===== config.mk =====
export PLATFORM = sky130hd
export DESIGN_NAME = uart_spi_bridge
export DESIGN_NICKNAME = d
export VERILOG_FILES = /design/src/rtl/uart_spi_bridge_pkg.sv /design/src/rtl/brg_uart_rx.sv /design/src/rtl/brg_uart_tx.sv /design/src/rtl/brg_spi_master.sv /design/src/rtl/uart_spi_bridge.sv
export SDC_FILE = /design/constraint.sdc
export NUM_CORES = 1
export LEC_CHECK = 0
export ABC_AREA = 1
export CAP_MARGIN = 0
export CORE_MARGIN = 2
export CORE_UTILIZATION = 55
export CTS_CLUSTER_DIAMETER = 150
export CTS_CLUSTER_SIZE = 16
export DETAILED_ROUTE_END_ITERATION = 16
export PLACE_DENSITY = 0.69
export SLEW_MARGIN = 30
export SYNTH_ARGS = -nofsm -noshare
export SYNTH_HDL_FRONTEND = slang
export SYNTH_SLANG_ARGS = --single-unit

===== constraint.sdc =====
create_clock -name clk_i -period 4.5 [get_ports clk_i]
set_clock_uncertainty 0.2 [all_clocks]
set_input_delay 1.125 -clock clk_i [delete_from_list [all_inputs] [get_ports clk_i]]
set_output_delay 1.125 -clock clk_i [all_outputs]
set_load 0.005 [all_outputs]

===== src/rtl/uart_spi_bridge_pkg.sv =====
package uart_spi_bridge_pkg;
  typedef enum logic [1:0] {ST_HUNT, ST_CMD, ST_WDATA} brg_state_e;
  typedef enum logic [1:0] {RX_IDLE, RX_START, RX_BITS, RX_STOP} rx_phase_e;

  localparam logic [7:0] HELLO_BYTE = 8'h5A;
  localparam logic [7:0] ACK_BYTE   = 8'hA5;
  localparam logic [6:0] REG_DATA   = 7'h00;
  localparam logic [6:0] REG_CSEL   = 7'h01;
  localparam logic [6:0] REG_STAT   = 7'h02;
endpackage


===== src/rtl/brg_uart_rx.sv =====
module brg_uart_rx
  import uart_spi_bridge_pkg::*;
#(
  parameter int CLKS_PER_BIT = 434
) (
  input  logic       clk_i,
  input  logic       rst_ni,
  input  logic       rxd_i,
  output logic       valid_o,
  output logic [7:0] data_o
);
  localparam int CW   = $clog2(CLKS_PER_BIT + 1);
  localparam int HALF = CLKS_PER_BIT / 2;

  logic            rx_s1, rx_s2;
  rx_phase_e       ph;
  logic [CW-1:0]   cnt;
  logic [2:0]      bit_idx;
  logic [7:0]      sh;

  always_ff @(posedge clk_i or negedge rst_ni) begin
    if (!rst_ni) begin
      rx_s1   <= 1'b1;
      rx_s2   <= 1'b1;
      ph      <= RX_IDLE;
      cnt     <= '0;
      bit_idx <= '0;
      sh      <= '0;
      valid_o <= 1'b0;
    end else begin
      rx_s1   <= rxd_i;
      rx_s2   <= rx_s1;
      valid_o <= 1'b0;
      unique case (ph)
        RX_IDLE: if (!rx_s2) begin
          ph  <= RX_START;
          cnt <= '0;
        end
        RX_START: if (cnt == CW'(HALF - 1)) begin
          cnt     <= '0;
          bit_idx <= '0;
          ph      <= rx_s2 ? RX_IDLE : RX_BITS;
        end else cnt <= cnt + 1'b1;
        RX_BITS: if (cnt == CW'(CLKS_PER_BIT - 1)) begin
          cnt <= '0;
          sh  <= {rx_s2, sh[7:1]};
          if (bit_idx == 3'd7) ph <= RX_STOP;
          else bit_idx <= bit_idx + 1'b1;
        end else cnt <= cnt + 1'b1;
        RX_STOP: if (cnt == CW'(CLKS_PER_BIT - 1)) begin
          cnt     <= '0;
          ph      <= RX_IDLE;
          valid_o <= rx_s2;  // framing error drops the byte
        end else cnt <= cnt + 1'b1;
        default: ph <= RX_IDLE;
      endcase
    end
  end

  assign data_o = sh;
endmodule


===== src/rtl/brg_uart_tx.sv =====
module brg_uart_tx #(
  parameter int CLKS_PER_BIT = 434
) (
  input  logic       clk_i,
  input  logic       rst_ni,
  input  logic       start_i,
  input  logic [7:0] data_i,
  output logic       busy_o,
  output logic       txd_o
);
  localparam int CW = $clog2(CLKS_PER_BIT + 1);

  logic [CW-1:0] cnt;
  logic [8:0]    frame_q;
  logic [3:0]    left;

  always_ff @(posedge clk_i or negedge rst_ni) begin
    if (!rst_ni) begin
      busy_o  <= 1'b0;
      txd_o   <= 1'b1;
      cnt     <= '0;
      frame_q <= '1;
      left    <= '0;
    end else if (!busy_o) begin
      if (start_i) begin
        busy_o  <= 1'b1;
        txd_o   <= 1'b0;
        frame_q <= {1'b1, data_i};
        left    <= 4'd9;
        cnt     <= '0;
      end
    end else if (cnt == CW'(CLKS_PER_BIT - 1)) begin
      cnt <= '0;
      if (left == 4'd0) begin
        busy_o <= 1'b0;
        txd_o  <= 1'b1;
      end else begin
        txd_o   <= frame_q[0];
        frame_q <= {1'b1, frame_q[8:1]};
        left    <= left - 1'b1;
      end
    end else cnt <= cnt + 1'b1;
  end
endmodule


===== src/rtl/brg_spi_master.sv =====
module brg_spi_master #(
  parameter int HALF_CLKS = 4
) (
  input  logic       clk_i,
  input  logic       rst_ni,
  input  logic       start_i,
  input  logic [7:0] data_i,
  input  logic       miso_i,
  output logic       busy_o,
  output logic       sclk_o,
  output logic       mosi_o,
  output logic [7:0] rx_o
);
  localparam int CW = $clog2(HALF_CLKS + 1);

  logic [CW-1:0] div;
  logic [3:0]    rises;
  logic [7:0]    tx_sh, rx_sh;

  always_ff @(posedge clk_i or negedge rst_ni) begin
    if (!rst_ni) begin
      busy_o <= 1'b0;
      sclk_o <= 1'b0;
      div    <= '0;
      rises  <= '0;
      tx_sh  <= '0;
      rx_sh  <= '0;
      rx_o   <= '0;
    end else if (!busy_o) begin
      if (start_i) begin
        busy_o <= 1'b1;
        tx_sh  <= data_i;
        div    <= '0;
        rises  <= '0;
      end
    end else if (div == CW'(HALF_CLKS - 1)) begin
      div <= '0;
      if (!sclk_o) begin
        sclk_o <= 1'b1;
        rx_sh  <= {rx_sh[6:0], miso_i};
        rises  <= rises + 1'b1;
      end else begin
        sclk_o <= 1'b0;
        if (rises == 4'd8) begin
          busy_o <= 1'b0;
          rx_o   <= rx_sh;
        end else tx_sh <= {tx_sh[6:0], 1'b0};
      end
    end else div <= div + 1'b1;
  end

  assign mosi_o = tx_sh[7];
endmodule


===== src/rtl/uart_spi_bridge.sv =====
module uart_spi_bridge
  import uart_spi_bridge_pkg::*;
#(
  parameter int CLK_HZ   = 50_000_000,
  parameter int BAUD     = 115_200,
  parameter int SPI_HALF = 4
) (
  input  logic clk_i,
  input  logic rst_ni,
  input  logic rxd_i,
  output logic txd_o,
  output logic sclk_o,
  output logic mosi_o,
  input  logic miso_i,
  output logic cs_no
);
  localparam int CLKS_PER_BIT = CLK_HZ / BAUD;

  logic       rx_valid;
  logic [7:0] rx_data;
  logic       tx_start, tx_busy;
  logic [7:0] tx_data;
  logic       spi_start, spi_busy;
  logic [7:0] spi_rx;

  brg_state_e state;
  logic       pend_v;
  logic [7:0] pend_q;
  logic [6:0] wr_addr;
  logic       cs_en;
  logic       go;
  logic [7:0] rd_val;
  logic       session_open;

  brg_uart_rx #(.CLKS_PER_BIT(CLKS_PER_BIT)) i_rx (
    .clk_i, .rst_ni, .rxd_i, .valid_o(rx_valid), .data_o(rx_data)
  );

  brg_uart_tx #(.CLKS_PER_BIT(CLKS_PER_BIT)) i_tx (
    .clk_i, .rst_ni, .start_i(tx_start), .data_i(tx_data),
    .busy_o(tx_busy), .txd_o
  );

  brg_spi_master #(.HALF_CLKS(SPI_HALF)) i_spi (
    .clk_i, .rst_ni, .start_i(spi_start), .data_i(pend_q), .miso_i,
    .busy_o(spi_busy), .sclk_o, .mosi_o, .rx_o(spi_rx)
  );

  // held byte waits for both the shifter and the reply path
  assign go           = pend_v && !spi_busy && !tx_busy;
  assign session_open = (state != ST_HUNT);
  assign cs_no        = ~cs_en;

  always_comb begin
    unique case (pend_q[6:0])
      REG_DATA: rd_val = spi_rx;
      REG_CSEL: rd_val = {7'b0, cs_en};
      REG_STAT: rd_val = {7'b0, spi_busy};
      default:  rd_val = 8'h00;
    endcase
  end

  always_comb begin
    tx_start  = 1'b0;
    tx_data   = ACK_BYTE;
    spi_start = 1'b0;
    if (go) begin
      unique case (state)
        ST_HUNT:  tx_start = (pend_q == HELLO_BYTE);
        ST_CMD: if (pend_q[7]) begin
          tx_start = 1'b1;
          tx_data  = rd_val;
        end
        ST_WDATA: spi_start = (wr_addr == REG_DATA);
        default: ;
      endcase
    end
  end

  always_ff @(posedge clk_i or negedge rst_ni) begin
    if (!rst_ni) begin
      state   <= ST_HUNT;
      pend_v  <= 1'b0;
      pend_q  <= '0;
      wr_addr <= '0;
      cs_en   <= 1'b0;
    end else begin
      if (go) pend_v <= 1'b0;
      if (rx_valid) begin
        pend_v <= 1'b1;
        pend_q <= rx_data;
      end
      if (go) begin
        unique case (state)
          ST_HUNT: if (pend_q == HELLO_BYTE) state <= ST_CMD;
          ST_CMD: if (!pend_q[7]) begin
            wr_addr <= pend_q[6:0];
            state   <= ST_WDATA;
          end
          ST_WDATA: begin
            state <= ST_CMD;
            if (wr_addr == REG_CSEL) cs_en <= pend_q[0];
          end
          default: state <= ST_HUNT;
        endcase
      end
    end
  end
endmodule


==> summary.md, run 1 <==
| Metric | Value |
|---|---|
| Clk_lat worst skew | 0.36 ns |
| Worst-Margin Slew | about 0.64 ns |
| Post-DP HPWL | 6230 um |
| Filler instances | 782 |
| CP max FO | 2 |
| Sequential fraction of the synthesis area | 0.515 |
| Internal | around 1.1 mW |
| Comb pwr share | 0.014 |
| #FFs+latches synth | 100 |
| Clk slew on worst S/H paths | roughly 0.11 ns |
| # clock sinks | 100 |
| Worst Path Arrival | 1.38 ns |
| Mapped cell area | 4890 um2 |
| Multi-input combinational cell area | 2040 um2 |
| Run status | completed |
| Pins Over Slew Limit | 0 |
| Avg Inst Size Synth | about 8.2 um2 |
| Die Ht | 98.3 um |
| Core region area | 8680 um2 |
| Initial Util | 0.563 |
| Final ANT Viol Nets | 0 |
| Dpl cells | 698 |
| Power Density | 285 nW/um2 |
| Seq pwr share | 0.605 |
| Switch Pwr | 0.364 mW |
| Largest cells by area after synthesis | dfrtp_1 (46%), nand2_1 (13%), o21ai_0 (6.8%) |
| Final antenna diode count | 0 |
| Final WL | about 9100 um |
| Die area | 9650 um2 |
| Minimum clock period | 2.71 ns |
| Fraction of layout cells with a size suffix above 1 | 0.0726 |
| Clock H-tree levels | 3 |
| Final Cycle Share | 0.602 |
| Clock tree buffer depth | 2 |
| Total CTS buffers | 9 |
| Vias in the first global route | ~3600 |
| CTS tree | yes |
| Area delta synth->final | 6.91% |
| Max-cap violations | 0 |
| Met2 Wirelength | about 4200 um |
| Setup slack, reg-to-reg | 2.25 ns |
| First-pass GRT wire length | around 16000 um |
| CP delay by family, top | flip-flops |
| Gr usage total | 0.205 |
| Finished Layout Cells | 714 |
| Postcts setup bufs | 0 |
| Post-synth cell types | 33 |
| Met1 WL | between 4000 and 5000 um |
| Mapped Cells | slightly below 600 |
| Sw frac | 0.244 |
| Post-cts resize count | 0 |
| First drt pass iteration count | 5 |
| Port bufs | 7 |
| Clock power share | 0.381 |
| Routed wl met3 | 284 um |
| Rel. slew slack | 0.573 |
| Num ports | 8 |
| Post-Syn Nets | 611 |
| Initial antenna violation count | 0 |
| RSZ-0062 raised after global routing | no |
| Crit-path slowest cell | dfstp_2 |
| Setup TNS | 0 ns |
| Final #Nets | between 600 and 700 |
| Startpoint types | flip-flop |
| Top sig layer | met4 |
| Die width | 98.3 um |
| Critical setup path kind | flip-flop to primary output |
| Critical path buffers and inverters | 1 |
| Vias | 3803 |
| Congestion Overflow GR | 0 |
| Req. time, crit path | 3.17 ns |
| Final setup viols | 0 |
| Min-Delay Path Class | flip-flop to flip-flop |
| Clk root buf | clkbuf_8 |
| # rows | 34 |
| Initial DRC Count | 174 |
| Flip-flop and latch area | 2520 um2 |
| Slowest stage delay, CP | 0.54 ns |
| Remaining routing DRC violations | 0 |
| Vias per std cell | 5.33 |
| Worst VDD drop | 0.000197 V |
| Fin util | 0.602 |
| Worst Setup End Kind | primary output |
| DR WL/cell | 12.8 um |
| Area leader, netlist | dfrtp_1 |
| CP Cell Sequence | clkdlybuf4s50_1 |
| Yosys warning total | 0 |
| Final GP Congestion | ~0.83 |
| Leakage power | around 2.6 nW |
| Pin count of the biggest net entering global routing | between 70 and 80 |
| Max Fclk | 369 MHz |
| Final Hold Vio Count | 0 |
| Top-area cell type share of the netlist area | 0.456 |
| CTS Hold Bufs | 0 |
path summary, 6_finish.rpt:
check	depth (start not counted)	startpoint	to
worst max-delay path	1	i_tx.txd_o$_DFFE_PN1P_	txd_o
worst min-delay path	0	i_rx.rx_s1$_DFF_PN1_	i_rx.rx_s2$_DFF_PN1_
worst max register to register	8	i_spi.div[0]$_DFFE_PN0P_	i_spi.rises[0]$_DFFE_PN0P_
worst min register to register	0	i_rx.rx_s1$_DFF_PN1_	i_rx.rx_s2$_DFF_PN1_
max in group asynchronous	2	rst_ni	i_tx.frame_q[3]$_DFFE_PN1P_
min in group asynchronous	1	rst_ni	i_tx.cnt[4]$_DFFE_PN0P_
sequential cells by signal, indices dropped and copies added (netlist names), 2 cells and up, named ones only:
name,cells
i_rx.bit_idx,3
i_rx.cnt,9
i_rx.data_o,8
i_spi.div,3
i_spi.rises,4
i_spi.rx_o,8
i_spi.rx_sh,8
i_spi.tx_sh,8
i_tx.cnt,9
i_tx.frame_q,8
i_tx.left,4
pend_q,8
state,2
wr_addr,7
power groups by stage:
stage,clock network (mW),logic [mW],registers (mW)
finish,0.567,0.0204,0.901
global route,0.614,0.0248,0.902
CTS,0.585,0.0216,0.901
detailed placement,0,0.0217,0.919
global placement,0,0.0213,0.919
floorplan,0,0.000519,0.919
cells in the mapped netlist:
library cell and count:
nand2_2 1, a21o_1 1, xor2_1 4, nand3_4 2, dfrtp_1 89, nor2_2 1, nor3_1 3, nand2_1 171
o22ai_1 1, o211ai_1 1, o21ai_1 1, buf_2 9, nand2_4 2, nor2_1 45, buf_6 2, o21ai_0 66
inv_1 62, xnor2_1 5, nor2_4 2, nor3_4 1, nand4_2 1, clkinv_1 1, a21oi_1 12, inv_2 4
nand3_2 1, nand4_1 11, a31oi_1 1, ha_1 12, o21a_1 4, nand3_1 64, o31ai_1 2, dfstp_2 11
clkbuf_1 2
through the flow:
stage	worst slack [ns]	hold WS [ns]	power, mW	instance area [um2]
6_report	1.79	0.164	1.49	5220
3_3_place_gp	2.01	0.146	0.940	5020
5_1_grt	1.74	0.168	1.54	5220
2_1_floorplan	2.67	0.145	0.919	4890
3_5_place_dp	1.99	0.147	0.940	5020
4_1_cts	1.77	0.164	1.51	5220
routing by layer:
layer	up-vias	global-route usage
li1	1942	-
met1	1798	0.298
met2	61	0.322
met3	2	0.0415
met4	0	0.0453
met5	-	0
cells in the final DEF, fill, tap and decap left out, types with 4 or more instances in the layout:
cell type,count
nand2_1,171
dfrtp_1,89
o21ai_0,66
nand3_1,64
inv_1,62
nor2_1,45
a21oi_1,12
ha_1,12
nand4_1,11
dfstp_2,11
clkbuf_8,9
clkdlybuf4s50_1,6
xnor2_1,5
inv_2,4
o21a_1,4
xor2_1,4
layout make-up:
| cell class | count | share of cell area |
|---|---|---|
| flip-flops and latches | 100 | 0.482 |
| multi-input cells | 415 | 0.391 |
| inverters | 67 | 0.0481 |
| well taps | 108 | 0.0259 |
| clock buffers | 9 | 0.0237 |
| repair buffers | 8 | 0.0151 |
| clock inverters | 7 | 0.0144 |
kinds of logic (layout without fill, tap and decap cells):
family	Yosys count	count (layout)	share of synthesized area
AOI/OAI and AO/OA	89	89	0.0958
xor gates and xnor gates	9	9	0.0161
and+or+nand+nor	305	305	0.276
buffers and inverters	80	91	0.0668
adders and majority gates	12	12	0.0307
DFF	100	100	0.515
Note: power is estimated with default switching activity, not from simulation.
==> inputs of run 2 (changes only) <==
Clock period 4.5 ns to 2.6 ns, I/O delays scaled along.
==> run 2 against run 1 <==
Effect of this change:
- routed wire length is 1.3% higher
- combinational power is 91% higher
- total power is 82% higher
- non-clock buffer count is 5 higher
- global-route usage is 0.55 points higher
- cell area is 1.2% higher
- highest routed layer unchanged
==> summary.md, run 2 (same netlist as run 1, synthesis figures left out) <==
| Metric | Value |
|---|---|
| Clock tree buffer depth | 2 |
| Total CTS buffers | 9 |
| Vias in the first global route | 3648 |
| Core region area | 8680 um2 |
| First-pass GRT wire length | between 15000 and 20000 um |
| WHS | around 0.063 ns |
| Design area | 5290 um2 |
| Fraction of layout cells with a size suffix above 1 | 0.0802 |
| CTS tree | yes |
| Gr usage total | 0.210 |
| Die width | ~98 um |
| Met1 WL | 4640 um |
| Max Fclk | 446 MHz |
| CP Cell Sequence | clkdlybuf4s50_1 |
| Postcts setup bufs | 0 |
| Num ports | 8 |
| DR WL/cell | 12.8 um |
| Req. time, crit path | about 1.8 ns |
| Power Density | 514 nW/um2 |
| Most common cell after layout, fill and taps aside | nand2_1 |
| Run status | completed |
| Clock H-tree levels | 3 |
| Pre-CTS WS | approximately 0.46 ns |
| Finished Layout Cells | roughly 700 |
| Final antenna diode count | 0 |
| Vias per std cell | approximately 5.2 |
| Critical setup path kind | flip-flop to primary output |
| Final Hold Vio Count | 0 |
| Clk slew on worst S/H paths | 0.09 ns |
| CP delay by family, top | flip-flops |
| Sw frac | 0.218 |
| Final setup viols | 0 |
| # rows | 34 |
| Dpl cells | 703 |
| Post-cts resize count | 0 |
| Initial Util | 0.563 |
| Clk root buf | clkbuf_8 |
| Final Cycle Share | 0.863 |
| Final #Nets | 622 |
| Slowest stage delay, CP | between 0.5 and 0.6 ns |
| Area delta synth->final | 8.17% |
| Routed wl met3 | 316 um |
| Switch Pwr | 0.591 mW |
| Worst-Margin Slew | between 0.5 and 0.6 ns |
| Rel. slew slack | 0.616 |
| Initial DRC Count | 159 |
| Internal | 2.12 mW |
| Port bufs | 7 |
| Max-cap violations | 0 |
| Met2 Wirelength | 4170 um |
| Startpoint types | flip-flop |
| Final worst-path setup slack | 0.357 ns |
| Worst Setup End Kind | primary output |
| Critical path buffers and inverters | 1 |
| Pin count of the biggest net entering global routing | 44 |
| Clock power share | 0.411 |
| RSZ-0062 raised after global routing | no |
| Final ANT Viol Nets | 0 |
| Initial antenna violation count | 0 |
| Congestion Overflow GR | 0 |
| Die area | slightly below 10000 um2 |
| CP max FO | 2 |
| First drt pass iteration count | 5 |
| Dpl cell area | ~5100 um2 |
| Final WL | between 9000 and 10000 um |
| Worst Path Arrival | 1.39 ns |
| Setup TNS | 0 ns |
| Most frequent cells in the layout | nand2_1 (171), dfrtp_1 (89), o21ai_0 (66), nand3_1 (64), inv_1 (62) |
| Minimum clock period | 2.24 ns |
| CTS Hold Bufs | 0 |
| Top sig layer | met4 |
| Min-Delay Path Class | input pin to asynchronous set/reset pin |
| Leakage power | roughly 2.6 nW |
| # clock sinks | 100 |
| Clk_lat worst skew | approximately 0.37 ns |
| Crit-path slowest cell | dfstp_2 |
| Vias | between 3000 and 4000 |
| Comb pwr share | 0.014 |
| Post-DP HPWL | approximately 6500 um |
| Seq pwr share | 0.575 |
| Pins Over Slew Limit | 0 |
| Worst VDD drop | 0.000373 V |
| Remaining routing DRC violations | 0 |
| Die Ht | ~100 um |
| Final GP Congestion | 0.843 |
| Largest regs | i_rx.cnt: 9 flops, i_tx.cnt: 9 flops |
==> run 2: cell types whose count changed in the layout (fill, tap and decap cells not counted) <==
cell,change
buf_6,-1
inv_6,+1
clkinvlp_4,-1
buf_4,+6
clkinv_8,-1
inv_8,-2
clkinv_2,+1
bufinv_16,+2
==> run 2: worst paths after layout <==
kind	start	cells after the start	slack, ns	to
max	i_tx.txd_o$_DFFE_PN1P_	1	0.36	txd_o
min	rst_ni	1	0.06	i_tx.cnt[5]$_DFFE_PN0P_
max reg2reg	i_spi.busy_o$_DFF_PN0_	8	0.44	i_spi.tx_sh[7]$_DFFE_PN0P_
min reg2reg	i_rx.rx_s1$_DFF_PN1_	0	0.16	i_rx.rx_s2$_DFF_PN1_
max in group asynchronous	rst_ni	2	1.42	i_rx.cnt[5]$_DFFE_PN0N_
min in group clk_i	i_rx.rx_s1$_DFF_PN1_	0	0.16	i_rx.rx_s2$_DFF_PN1_
==> run 2: layout make-up <==
type | instances | area (um2)
inverter | 67 | 251
multi-input combinational | 415 | 2040
fill | 762 | 3390
clock inverter | 7 | 103
tap | 108 | 135
sequential | 100 | 2520
clock buffer | 9 | 124
timing repair buffer | 13 | 113
==> run 2: power by group through the flow <==
stage	registers, mW	logic, mW	clock network [mW]
5_1_grt	1.56	0.0475	1.22
3_3_place_gp	1.59	0.0407	0
2_1_floorplan	1.59	0.000898	0
3_5_place_dp	1.59	0.0416	0
6_report	1.56	0.0390	1.12
4_1_cts	1.56	0.0418	1.15
==> run 2: routing by layer <==
| layer | track usage | up-vias |
|---|---|---|
| li1 | - | 1941 |
| met1 | 0.301 | 1737 |
| met2 | 0.319 | 59 |
| met3 | 0.0508 | 10 |
| met4 | 0.0674 | 0 |
| met5 | 0 | - |
==> run 2: per-stage QoR <==
stage	utilization	total power, mW
CTS	0.609	2.75
global placement	0.583	1.63
detailed placement	0.583	1.63
finish	0.609	2.71
global route	0.609	2.82
floorplan	-	1.59
==> inputs of run 3 (changes only) <==
Clock period 2.6 ns to 2.38 ns, I/O delays scaled along.
==> run 3 against run 2 <==
Effect of this change:
- worst hold slack better by 0.097 ns
- first-iteration DRC count is 38% higher
- die area stayed put
- critical path depth stayed put
- via count is 1.9% higher
- clock-buffer cell count is 1 higher
- highest routed layer unchanged
==> summary.md, run 3 (same netlist as run 1, synthesis figures left out) <==
| Metric | Value |
|---|---|
| Max-cap violations | 0 |
| Final setup viols | 0 |
| Final Hold Vio Count | 0 |
| Gr usage total | 0.210 |
| RSZ-0062 raised after global routing | no |
| # rows | 34 |
| Post-DP HPWL | 6390 um |
| Worst Path Arrival | 1.39 ns |
| Run status | completed |
| Initial DRC Count | between 200 and 250 |
| Final antenna diode count | 0 |
| Leakage power | about 2.6 nW |
| Switch Pwr | 0.627 mW |
| CP Cell Sequence | clkdlybuf4s50_1 |
| Rel. slew slack | 0.641 |
| Clk slew on worst S/H paths | 0.09 ns |
| Critical Path Start | i_tx.txd_o$_DFFE_PN1P_ |
| Max Fclk | 459 MHz |
| Total CTS buffers | 9 |
| Pins Over Slew Limit | 0 |
| Seq pwr share | 0.580 |
| Most frequent cells in the layout | nand2_1 (171), dfrtp_1 (89), o21ai_0 (66), nand3_1 (64), inv_1 (62) |
| WHS | 0.160 ns |
| Core region area | about 8700 um2 |
| Congestion Overflow GR | 0 |
| Power Density | 554 nW/um2 |
| Vias | 3819 |
| Startpoint types | flip-flop |
| Initial Util | 0.563 |
| CP endpoint | txd_o |
| Req. time, crit path | 1.58 ns |
| CP delay by family, top | flip-flops |
| Levels on crit path | 1 |
| DR WL/cell | roughly 13 um |
| Vias in the first global route | around 3600 |
| Worst Setup End Kind | primary output |
| Critical setup path kind | flip-flop to primary output |
| Clk_lat worst skew | ~0.37 ns |
| Clock power share | 0.404 |
| Pin count of the biggest net entering global routing | 37 |
| Area delta synth->final | 8.53% |
| Initial antenna violation count | 0 |
| Sw frac | 0.214 |
| First-pass GRT wire length | 16400 um |
| Final GP Congestion | 0.807 |
| Port bufs | 7 |
| Largest regs | i_rx.cnt: 9 flops, i_tx.cnt: 9 flops |
| Worst r2r path cells | 8 |
| Worst-Margin Slew | 0.536 ns |
| # clock sinks | 100 |
| Final #Nets | 622 |
| Slowest stage delay, CP | 0.54 ns |
| CP max FO | 2 |
| Clk root buf | clkbuf_8 |
| Die area | approximately 9700 um2 |
| Fraction of layout cells with a size suffix above 1 | 0.0769 |
| Vias per std cell | 5.31 |
| Clock tree buffer depth | 2 |
| Comb pwr share | 0.016 |
| Critical path buffers and inverters | 1 |
| Min-Delay Path Class | flip-flop to flip-flop |
| Die width | between 90 and 100 um |
| Final ANT Viol Nets | 0 |
| First drt pass iteration count | 5 |
| Minimum clock period | 2.18 ns |
| Die Ht | 98.3 um |
| Final Cycle Share | 0.916 |
| Crit-path slowest cell | dfstp_2 |
| R2r endpoint | i_spi.tx_sh[5]$_DFFE_PN0P_ |
| Setup TNS | 0 ns |
| Most common cell after layout, fill and taps aside | nand2_1 |
| Post-cts resize count | 0 |
| Internal | between 2 and 2.5 mW |
| Reg2reg start | i_tx.busy_o$_DFF_PN0_ |
| Num ports | 8 |
| Clock H-tree levels | 3 |
| Final WL | 9240 um |
| Remaining routing DRC violations | 0 |
| CTS tree | yes |
| Pwr Total | 2.94 mW |
| Worst VDD drop | 0.000364 V |
| Setup slack, reg-to-reg | 0.35 ns |
run 3: changes by cell type in the layout (fill, tap and decap cells not counted), sizes merged:
cell,previous run,this run
inv,70,67
buf,7,6
clkbuf,9,10
dlygate4sd3,0,1
clkinvlp,0,2
run 3: worst min-delay path by stage:
stage	slack, ns	to	startpoint	depth (start not counted)
detailed placement	0.15	i_rx.rx_s2$_DFF_PN1_	i_rx.rx_s1$_DFF_PN1_	0
finish	0.16	i_rx.rx_s2$_DFF_PN1_	i_rx.rx_s1$_DFF_PN1_	0
global route	0.17	i_rx.rx_s2$_DFF_PN1_	i_rx.rx_s1$_DFF_PN1_	0
global placement	0.15	i_rx.rx_s2$_DFF_PN1_	i_rx.rx_s1$_DFF_PN1_	0
CTS	0.16	i_rx.rx_s2$_DFF_PN1_	i_rx.rx_s1$_DFF_PN1_	0
floorplan	0.1	asynchronous set/reset pin	rst_ni	0
run 3: stage by stage:
step,setup slack (ns),std cells,utilization,cell area [um2]
floorplan,0.752,595,-,4890
global placement,0.386,702,0.585,5080
detailed placement,0.372,702,0.585,5080
CTS,0.187,719,0.611,5300
global route,0.154,719,0.611,5300
finish,0.200,719,0.611,5300
run 3: layout make-up:
class / instances / area, um2
clock inverters: 6 / 88.8
fillers: 778 / 3380
repair buffers: 13 / 140
multi-input cells: 415 / 2040
well taps: 108 / 135
clock buffers: 10 / 128
flip-flops and latches: 100 / 2520
inverters: 67 / 251
run 3: timing repair:
action                    CTS  global route
hold endpoints to repair   26             0
hold buffers                1             0
buffers inserted            0             0
run 3: routing by layer:
| metal | global-route usage | wire length, um |
|---|---|---|
| met2 | 0.332 | 4340 |
| met5 | 0 | 0 |
| met4 | 0.0748 | 148 |
| met3 | 0.0458 | 285 |
| met1 | 0.290 | 4470 |
run 3: worst register-to-register path, delay by kind of cell, from the launching register on:
family,cells,cell delay (ns)
simple gates,7,0.98
buf+inv,1,0.22
flops,1,0.53
run 3: power by group through the flow:
stage | Combinational [mW] | Clock, mW | Sequential, mW
5_1_grt | 0.0548 | 1.28 | 1.70
3_3_place_gp | 0.0476 | 0 | 1.74
4_1_cts | 0.0495 | 1.22 | 1.70
6_report | 0.0457 | 1.19 | 1.70
3_5_place_dp | 0.0480 | 0 | 1.74
2_1_floorplan | 0.000981 | 0 | 1.74
